[config.mk]
export PLATFORM = sky130hd
export DESIGN_NAME = uart_reg_slave
export DESIGN_NICKNAME = d
export VERILOG_FILES = /design/src/rtl/uart_reg_slave_pkg.sv /design/src/rtl/urs_crc16.sv /design/src/rtl/urs_hdr_bank.sv /design/src/rtl/urs_pay_buf.sv /design/src/rtl/uart_reg_slave.sv
export SDC_FILE = /design/constraint.sdc
export NUM_CORES = 2
export LEC_CHECK = 0
export BUFFER_PORTS_ARGS = -buffer_cell sky130_fd_sc_hd__buf_2
export CAP_MARGIN = 20
export CORE_MARGIN = 2
export CORE_UTILIZATION = 48
export CTS_CLUSTER_SIZE = 20
export DETAILED_ROUTE_END_ITERATION = 8
export GPL_TIMING_DRIVEN = 1
export HOLD_SLACK_MARGIN = 0.15
export PLACE_DENSITY_LB_ADDON = 0.1
export SYNTH_ARGS = -nofsm -noshare
export SYNTH_HDL_FRONTEND = slang
export SYNTH_SLANG_ARGS = --single-unit
[constraint.sdc]
create_clock -name clk_i -period 5.3 [get_ports clk_i]
set_input_delay 1.06 -clock clk_i [delete_from_list [all_inputs] [get_ports clk_i]]
set_output_delay 1.06 -clock clk_i [all_outputs]
set_load 0.005 [all_outputs]
[src/rtl/uart_reg_slave_pkg.sv]
package uart_reg_slave_pkg;
  localparam logic [7:0] OP_WR  = 8'h55;
  localparam logic [7:0] OP_RD  = 8'h5A;
  localparam logic [7:0] ACK_WR = 8'hA5;
  localparam logic [7:0] NAK_WR = 8'hAE;
  localparam logic [7:0] ACK_RD = 8'hAA;
  localparam logic [7:0] NAK_RD = 8'hAF;
  localparam logic [7:0] ID_VAL = 8'h59;
  localparam int unsigned HDR_BYTES = 8;

  typedef enum logic [3:0] {
    S_IDLE, S_HDR, S_PAY, S_CRCL, S_CRCH, S_EXEC,
    S_RDAT, S_RCRCL, S_RCRCH, S_TXL
  } state_e;

  function automatic logic [15:0] crc_step(logic [15:0] c, logic [7:0] b);
    logic [15:0] x;
    x = c ^ {b, 8'h00};
    for (int k = 0; k < 8; k++) x = x[15] ? ((x << 1) ^ 16'h1021) : (x << 1);
    return x;
  endfunction
endpackage

[src/rtl/urs_crc16.sv]
module urs_crc16 (
  input  logic        clk_i,
  input  logic        rst_ni,
  input  logic        init_i,
  input  logic        upd_i,
  input  logic [7:0]  byte_i,
  output logic [15:0] crc_o
);
  import uart_reg_slave_pkg::*;
  logic [15:0] crc_q, base;

  // init and update together start a fresh CRC from this byte
  assign base = init_i ? 16'hFFFF : crc_q;

  always_ff @(posedge clk_i or negedge rst_ni) begin
    if (!rst_ni)     crc_q <= 16'hFFFF;
    else if (upd_i)  crc_q <= crc_step(base, byte_i);
    else if (init_i) crc_q <= 16'hFFFF;
  end

  assign crc_o = crc_q;
endmodule

[src/rtl/urs_hdr_bank.sv]
module urs_hdr_bank #(
  parameter logic [7:0] REV = 8'h01
) (
  input  logic        clk_i,
  input  logic        rst_ni,
  input  logic        we_i,
  input  logic [2:0]  waddr_i,
  input  logic [7:0]  wdata_i,
  input  logic [2:0]  raddr_i,
  output logic [7:0]  rdata_o,
  input  logic [15:0] status_i,
  output logic [15:0] ctrl_o
);
  import uart_reg_slave_pkg::*;
  logic [7:0]  diag_q;
  logic [15:0] ctrl_q;

  always_ff @(posedge clk_i or negedge rst_ni) begin
    if (!rst_ni) begin
      diag_q <= '0;
      ctrl_q <= '0;
    end else if (we_i) begin
      case (waddr_i)
        3'd2: diag_q        <= wdata_i;
        3'd6: ctrl_q[7:0]   <= wdata_i;
        3'd7: ctrl_q[15:8]  <= wdata_i;
        default: ;
      endcase
    end
  end

  always_comb begin
    case (raddr_i)
      3'd0:    rdata_o = ID_VAL;
      3'd1:    rdata_o = REV;
      3'd2:    rdata_o = diag_q;
      3'd4:    rdata_o = status_i[7:0];
      3'd5:    rdata_o = status_i[15:8];
      3'd6:    rdata_o = ctrl_q[7:0];
      3'd7:    rdata_o = ctrl_q[15:8];
      default: rdata_o = 8'h00;
    endcase
  end

  assign ctrl_o = ctrl_q;
endmodule

[src/rtl/urs_pay_buf.sv]
module urs_pay_buf #(
  parameter int unsigned DEPTH = 256
) (
  input  logic                     clk_i,
  input  logic                     we_i,
  input  logic [$clog2(DEPTH)-1:0] waddr_i,
  input  logic [7:0]               wdata_i,
  input  logic [$clog2(DEPTH)-1:0] raddr_i,
  output logic [7:0]               rdata_o
);
  logic [7:0] mem [DEPTH];

  always_ff @(posedge clk_i) if (we_i) mem[waddr_i] <= wdata_i;

  assign rdata_o = mem[raddr_i];
endmodule

[src/rtl/uart_reg_slave.sv]
module uart_reg_slave #(
  parameter int unsigned MAP_SIZE = 264,
  parameter int unsigned TIMEOUT  = 1000,
  parameter logic [7:0]  REV      = 8'h01
) (
  input  logic        clk_i,
  input  logic        rst_ni,
  input  logic [7:0]  rx_data_i,
  input  logic        rx_valid_i,
  output logic [7:0]  tx_data_o,
  output logic        tx_valid_o,
  input  logic        tx_ready_i,
  output logic [15:0] reg_addr_o,
  output logic [7:0]  reg_wdata_o,
  output logic        reg_we_o,
  input  logic [7:0]  reg_rdata_i,
  input  logic [15:0] status_i,
  output logic [15:0] ctrl_o
);
  import uart_reg_slave_pkg::*;

  localparam int unsigned TW = $clog2(TIMEOUT + 1);
  localparam logic [16:0] MAP_END = 17'(MAP_SIZE);

  state_e      state_q;
  logic        is_wr_q;
  logic [15:0] addr_q;
  logic [7:0]  cnt_q, idx_q, crc_lo_q;
  logic [TW-1:0] tmo_q;
  logic [7:0]  tx_data_q;
  logic        tx_valid_q;

  logic        crc_init, crc_upd;
  logic [7:0]  crc_byte;
  logic [15:0] crc_val;
  logic [15:0] acc_addr;
  logic        in_hdr, range_ok, frame_ok, tx_free, op_known, exec_active;
  logic [7:0]  hdr_rdata, buf_rdata, rd_byte;

  assign acc_addr    = addr_q + {8'h00, idx_q};
  assign in_hdr      = (acc_addr[15:3] == '0);
  assign range_ok    = (({1'b0, addr_q} + {9'h000, cnt_q}) <= MAP_END) && (cnt_q != 8'h00);
  assign frame_ok    = ({rx_data_i, crc_lo_q} == crc_val) && range_ok;
  assign tx_free     = !tx_valid_q || tx_ready_i;
  assign op_known    = (rx_data_i == OP_WR) || (rx_data_i == OP_RD);
  assign exec_active = (state_q == S_EXEC);
  assign rd_byte     = in_hdr ? hdr_rdata : reg_rdata_i;

  urs_crc16 u_crc (
    .clk_i, .rst_ni, .init_i(crc_init), .upd_i(crc_upd), .byte_i(crc_byte), .crc_o(crc_val)
  );

  urs_hdr_bank #(.REV(REV)) u_hdr (
    .clk_i, .rst_ni,
    .we_i(exec_active && in_hdr), .waddr_i(acc_addr[2:0]), .wdata_i(buf_rdata),
    .raddr_i(acc_addr[2:0]), .rdata_o(hdr_rdata),
    .status_i, .ctrl_o
  );

  urs_pay_buf #(.DEPTH(256)) u_buf (
    .clk_i,
    .we_i(state_q == S_PAY && rx_valid_i), .waddr_i(idx_q), .wdata_i(rx_data_i),
    .raddr_i(idx_q), .rdata_o(buf_rdata)
  );

  always_comb begin
    crc_init = 1'b0;
    crc_upd  = 1'b0;
    crc_byte = rx_data_i;
    case (state_q)
      S_IDLE: if (rx_valid_i && op_known) begin crc_init = 1'b1; crc_upd = 1'b1; end
      S_HDR, S_PAY: crc_upd = rx_valid_i;
      S_CRCH: if (rx_valid_i && frame_ok && !is_wr_q) begin
        crc_init = 1'b1; crc_upd = 1'b1; crc_byte = ACK_RD;
      end
      S_RDAT: if (tx_free) begin crc_upd = 1'b1; crc_byte = rd_byte; end
      default: ;
    endcase
  end

  always_ff @(posedge clk_i or negedge rst_ni) begin
    if (!rst_ni) begin
      state_q    <= S_IDLE;
      is_wr_q    <= 1'b0;
      addr_q     <= '0;
      cnt_q      <= '0;
      idx_q      <= '0;
      crc_lo_q   <= '0;
      tmo_q      <= '0;
      tx_data_q  <= '0;
      tx_valid_q <= 1'b0;
    end else begin
      if (tx_valid_q && tx_ready_i) tx_valid_q <= 1'b0;
      if (state_q inside {S_HDR, S_PAY, S_CRCL, S_CRCH}) begin
        if (rx_valid_i) tmo_q <= '0;
        else if (tmo_q == TW'(TIMEOUT - 1)) begin
          tmo_q   <= '0;
          state_q <= S_IDLE;
        end else tmo_q <= tmo_q + 1'b1;
      end
      case (state_q)
        S_IDLE: if (rx_valid_i) begin
          tmo_q <= '0;
          if (op_known) begin
            is_wr_q <= (rx_data_i == OP_WR);
            idx_q   <= 8'd1;
            state_q <= S_HDR;
          end else begin
            tx_data_q  <= NAK_WR;
            tx_valid_q <= 1'b1;
            state_q    <= S_TXL;
          end
        end
        S_HDR: if (rx_valid_i) begin
          idx_q <= idx_q + 1'b1;
          case (idx_q[1:0])
            2'd1: addr_q[7:0]  <= rx_data_i;
            2'd2: addr_q[15:8] <= rx_data_i;
            default: begin
              cnt_q   <= rx_data_i;
              idx_q   <= '0;
              state_q <= (is_wr_q && rx_data_i != 8'h00) ? S_PAY : S_CRCL;
            end
          endcase
        end
        S_PAY: if (rx_valid_i) begin
          idx_q <= idx_q + 1'b1;
          if (idx_q == cnt_q - 1'b1) state_q <= S_CRCL;
        end
        S_CRCL: if (rx_valid_i) begin
          crc_lo_q <= rx_data_i;
          state_q  <= S_CRCH;
        end
        S_CRCH: if (rx_valid_i) begin
          idx_q <= '0;
          if (frame_ok) begin
            if (is_wr_q) state_q <= S_EXEC;
            else begin
              tx_data_q  <= ACK_RD;
              tx_valid_q <= 1'b1;
              state_q    <= S_RDAT;
            end
          end else begin
            tx_data_q  <= is_wr_q ? NAK_WR : NAK_RD;
            tx_valid_q <= 1'b1;
            state_q    <= S_TXL;
          end
        end
        S_EXEC: begin
          idx_q <= idx_q + 1'b1;
          if (idx_q == cnt_q - 1'b1) begin
            tx_data_q  <= ACK_WR;
            tx_valid_q <= 1'b1;
            state_q    <= S_TXL;
          end
        end
        S_RDAT: if (tx_free) begin
          tx_data_q  <= rd_byte;
          tx_valid_q <= 1'b1;
          idx_q      <= idx_q + 1'b1;
          if (idx_q == cnt_q - 1'b1) state_q <= S_RCRCL;
        end
        S_RCRCL: if (tx_free) begin
          tx_data_q  <= crc_val[7:0];
          tx_valid_q <= 1'b1;
          state_q    <= S_RCRCH;
        end
        S_RCRCH: if (tx_free) begin
          tx_data_q  <= crc_val[15:8];
          tx_valid_q <= 1'b1;
          state_q    <= S_TXL;
        end
        S_TXL: if (tx_valid_q && tx_ready_i) state_q <= S_IDLE;
        default: state_q <= S_IDLE;
      endcase
    end
  end

  assign tx_data_o   = tx_data_q;
  assign tx_valid_o  = tx_valid_q;
  assign reg_addr_o  = acc_addr;
  assign reg_wdata_o = buf_rdata;
  assign reg_we_o    = exec_active && !in_hdr;
endmodule

; ---- Word level (Yosys, flattened, before mapping)
; Memories as Yosys holds them, arrays and structs flattened.
; Index checks and enable logic that the tools add are counted.
[word_totals]
latch_bits = 0
inputBits = 36
reg_bits = 104
mem_count = 1
out_inout_bits = 50
rom_bits = 0
ram_bits = 2048
[mem_list]
columns = memory, words, word_bits, read_ports, rd_clocked_by_memory_dff, wr, line
row1 = u_buf.mem, 256, 8, 1, 0, 1, urs_pay_buf.sv:11  ; logic [7:0] mem [DEPTH];
[op_classes]
mul = 0
div_mod_pow = 0
mux = 76
n_addsub = 5
magnitude_cmp = 1
n_reduce_logical = 36
n_bitwise = 10
shifts = 0
eq_ne = 33
[ops]
columns = operator, n
row1 = two-way mux 8 bit, 19
row2 = two-way mux 13 bit, 8
row3 = one-hot mux 8 bit (6 select lines), 2
row4 = two-way mux 4 bit, 18
row5 = one-hot mux 8 bit (7 select lines), 1
row6 = two-way mux 10 bit, 5
row7 = one-hot mux 4 bit (10 select lines), 1
row8 = two-way mux 16 bit, 2
row9 = NOT 3 bit, 8
row10 = "!= test 2 bit, second input constant", 9
row11 = adder 16 x 8 -> 17 bit, 1
row12 = "less-or-equal comparator 17 x 9 -> 1 bit, second input constant", 1
row13 = adder 16 x 8 -> 16 bit, 1
row14 = equality test 16 bit, 1
row15 = "equality test 4 x 3 -> 1 bit, second input constant", 4
row16 = "equality test 8 x 7 -> 1 bit, second input constant", 2
row17 = one-hot mux 8 bit (2 select lines), 1
row18 = nonzero test 8 bit, 2
row19 = XOR 16 bit, 1
row20 = two-way mux 1 bit, 15
row21 = logical NOT 13 bit, 1
row22 = "equality test 3 bit, second input constant", 4
row23 = AND reduction 3 bit, 4
row24 = nonzero test 6 bit, 2
row25 = 29 further kinds, 48

; ---- Longest topological paths before layout
[logic_depth]
ltp_word = 27
ltp_mapped = 16
mapped_depth_nobuf = 14

; ---- Modules after synthesis
; Synthesis repeated with hierarchy kept, for this count alone.
[unflattened]
hier_cells = 4574
hier_area_um2 = 87114.8
[modules_own_cells]
columns = mod, cells_per_inst, n_inst, area_each_um2, seq_area_each_um2
row1 = urs_pay_buf, 3725, 1, 79396.1, 61499.0
row2 = uart_reg_slave, 631, 1, 5381.4, 1601.5
row3 = urs_hdr_bank, 102, 1, 1275.0, 600.6
row4 = urs_crc16, 116, 1, 1062.3, 420.4

; ---- Worst setup path before layout
; No wires, ideal clock.
[synth_timing]
kind = register to output
startpoint = reg idx_q[0]
endpoint = out reg_wdata_o[4]
stages_incl_launch_ff = 11
slack_ns = 0.611
n_path_buf = 5
arrival_ns = 3.629
path_cell_list = dfrtp_1 buf_2 buf_2 buf_2 clkbuf_1 buf_1 mux4_2 mux4_2 a31oi_1 nand4_1 a311o_1
[synth_via]
elab_chain_cells = 1
[synth_rtl]
columns = item, line
row1 = start: declaration, uart_reg_slave.sv:28  ; logic [7:0] cnt_q, idx_q, crc_lo_q;
row2 = start signal: assignment, uart_reg_slave.sv:115  ; idx_q <= idx_q + 1'b1;
row3 = start signal: assignment, uart_reg_slave.sv:127  ; idx_q <= idx_q + 1'b1;
row4 = start signal: assignment, uart_reg_slave.sv:150  ; idx_q <= idx_q + 1'b1;
row5 = memory read (256 x 8 bit), --
row6 = end: declaration, uart_reg_slave.sv:14  ; output logic [7:0] reg_wdata_o,
; No other way between the ends.

; ---- Worst setup path in the final report
[layout_timing]
startpoint = reg idx_q[0]
endpoint = out reg_wdata_o[1]
; The elaborated chain is that of the path after synthesis.

==> results.txt <==
Status: complete, but fails checks
Failing checks: negative setup slack
Drt wl/cell: 31.9 um
Pwr/cell area: 490 nW/um^2
Clk sink count: 2152
Hold_ws: 0.348 ns
Switching fraction of total power: 0.294
Number of global-route vias before repair: 42900
CTS clk-pin slew, worst paths: 0.07 ns
Slowest cell on the critical path: mux4_2
Most used DFF post-synth: edfxtp_1
Slew @ Worst Pin: 1.26 ns
CP cell instances: buf_12, buf_16, buf_12, buf_12, bufbuf_16, mux4_2, mux4_2, nand2b_2, nand4_1, a311o_2, buf_2
Worst-Skew Late Latency: 0.85 ns
Kind of path behind the tightest hold check: in2async
Max Cap Viol: 0
TritonCTS clock tree: built
P_sw: 14.4 mW
Synth Instances: 4134
Clock Path Buffers: 3
Clock Skew: 0.0323 ns
Final worst setup slack: -0.328 ns
Slew margin rel.: 0.161
Internal power: 34.5 mW
DR DRC count: 0
Post-route cell area: 99600 um^2
Met2 track demand over resource: 0.387
Count of final setup violators: 6
Starting Density: 0.483
Flop-to-flop setup slack: 0.46 ns
Share of post-route cells with drive strength above 1: 0.326
Post-DP HPWL: 139000 um
Pin count of the biggest net entering global routing: 177
Combinational Power Share: 0.291
Multi-input logic area: 21300 um^2
RR Endpoint: u_crc.crc_o[12]$_DFF_PN1_
Synth warn: 0
Crit end category: output port
FMAX: 178 MHz
Die height: 428 um
Synth area leaders: edfxtp_1 (71%), mux4_2 (17%), dfrtp_1 (2.6%)
Final worst path period share: 1.06
RePlAce Congestion: 0.834
Synth top area share: 0.713
WP data required: 4.24 ns
Power share of the clock group: 0.313
DIE WIDTH: 428 um
Register area share after synthesis: 0.744
Inst Count DP: 6594
Post-Place Worst Slack: 0.153 ns
Htree depth: 4
Global-route met3 utilization: 0.0398
TritonCTS buffer count: 215
Root Buffer: clkbuf_16
Fin crit period: 5.63 ns
Worst path max stage delay: 0.56 ns
RSZ-0062 raised after global routing: true
Vias: 43400
CP most frequent cell: buf_12
DR pass1 iterations: 5
Flops & latches, synth: 2152
Routed WL: 226000 um
Placed Instance Area: 91100 um^2
Number of flops mapped to enable cells by yosys: 2048
Cell area after synthesis: 86200 um^2
Initial antenna violation count: 8
PortBufs: 85
First DRT Iteration DRCs: 4648
Via/cell ratio: 6.13
Setup crit start kind: register
Synth Area per Inst: 20.9 um^2
Worst r2r src: idx_q[0]$_DFFE_PN0P_
First-pass GRT wire length: 323000 um
Crit-path max FO: 10
Syn-to-layout area delta: 15.5%
Layout Nets: 4594
Post-synth cell types: 82
Fillers: 13400
Grt total ovfl: 0
Max Transition Viols Final: 0
Syn Nets: 4195
Post-layout util: 0.558
Non-Filler Instances: 7076
Core area: 178000 um^2
GRT busiest layer: met2
Synth area leader: edfxtp_1
Num rows: 155
R2R cell count: 16
Gr usage total: 0.249
Register area: 64100 um^2
P_leak: 32.0 nW
Die area: 183000 um^2
Fin. Hold Viols: 0
Crit path arrival time: 4.57 ns
Setup Crit Path Kind: reg2out
ANT nets after route: 0
Met1 usage: 0.371
Seq pwr share: 0.396
I/O pin cnt: 86
Post-synth ARST share: 0.0483
Peak VDD IR: 0.324 mV
[how the worst max path moves through the flow]
stage               slack (ns)             end            startpoint  cells after the start
floorplan                 0.61  reg_wdata_o[4]  idx_q[0]$_DFFE_PN0P_                     10
global route             -0.36  reg_wdata_o[1]  idx_q[0]$_DFFE_PN0P_                     12
global placement          0.15  reg_wdata_o[3]  idx_q[0]$_DFFE_PN0P_                     10
finish                   -0.33  reg_wdata_o[1]  idx_q[0]$_DFFE_PN0P_                     11
CTS                      -0.31  reg_wdata_o[4]  idx_q[0]$_DFFE_PN0P_                     11
detailed placement        0.15  reg_wdata_o[3]  idx_q[0]$_DFFE_PN0P_                     10
[final cells by class]
class                      instances  share of cell area
sequential                      2152               0.644
tap                             2355              0.0296
clock inverter                   147              0.0147
timing repair buffer             419              0.0399
antenna                            2           0.0000503
multi-input combinational       1716               0.214
inverter                          29             0.00109
clock buffer                     256              0.0565
[cell usage after synthesis (23+ instances only)]
master and count:
a21oi_1 55, buf_1 58, buf_2 30, clkbuf_1 149, dfrtp_1 88, edfxtp_1 2048, ha_1 23, inv_1 28
mux2_2 63, mux4_2 651, nand2_1 105, nand3_1 60, nor2_1 347, nor2b_1 26, nor3_1 25, o21ai_0 46
xnor2_1 31, xor2_1 31
[layout by cell type, fill, tap and decap left out, drive strengths merged, types with 16 or more instances in the layout]
cell,instances
a21oi,57
a31oi,23
buf,415
bufinv,25
clkbuf,256
clkinv,109
dfrtp,88
dfstp,16
edfxtp,2048
ha,23
inv,34
mux2,63
mux4,651
nand2,105
nand3,60
nand4,19
nor2,347
nor2b,26
nor3,26
o21ai,47
xnor2,32
xor2,32
[power groups by stage]
stage	Clock [mW]	Sequential, mW	Combinational (mW)
after floorplan	0	19.5	8.51
after global placement	0	19.7	13.1
after detailed placement	0	19.7	13.2
final	15.3	19.3	14.2
after global routing	16.2	19.4	15.1
after CTS	15.5	19.3	14.2
[state kept, by name, indices dropped and copies added (netlist names), 10 cells and up]
signal        count
addr_q           16
tmo_q            10
u_buf.mem      2048
u_crc.crc_o      16
u_hdr.ctrl_o     16
[cells by family after synthesis]
kind of cell | count (synthesis) | synth area share
flops | 2152 | 0.744
fa+ha+maj | 25 | 0.00380
compound gates | 239 | 0.0189
xor+xnor | 66 | 0.00724
buf+inv | 266 | 0.0120
simple gates | 658 | 0.0341
mux | 728 | 0.180
[worst max-delay path, delay by kind of cell, from the launching register on]
| family | cells | cell delay [ns] |
|---|---|---|
| simple gates | 2 | 0.49 |
| buf+inv | 6 | 1.14 |
| compound gates | 1 | 0.56 |
| flops | 1 | 0.45 |
| mux | 2 | 1.06 |
[through the flow]
stage               total power [mW]  TNS (ns)
floorplan                       28.0         0
global placement                32.8         0
detailed placement              32.9         0
CTS                             49.0     -1.64
global route                    50.6     -1.86
finish                          48.8     -1.25
[metal layers]
metal | wire [um] | vias to the layer above | part of all wire
met3 | 15100 | 305 | 0.067
met5 | 13 | - | 0.000058
met4 | 5860 | 2 | 0.026
li1 | - | 18000 | -
met2 | 107000 | 1645 | 0.48
met1 | 97300 | 23400 | 0.43
[what timing repair did]
item                       4_1_cts  5_1_grt
hold buffers                     0        0
pin swaps                       11        7
gates cloned                    12        0
setup buffers                   36       29
setup endpoints to repair        9        9
resized for setup               84       15
Power figures use the tool's default switching activity.
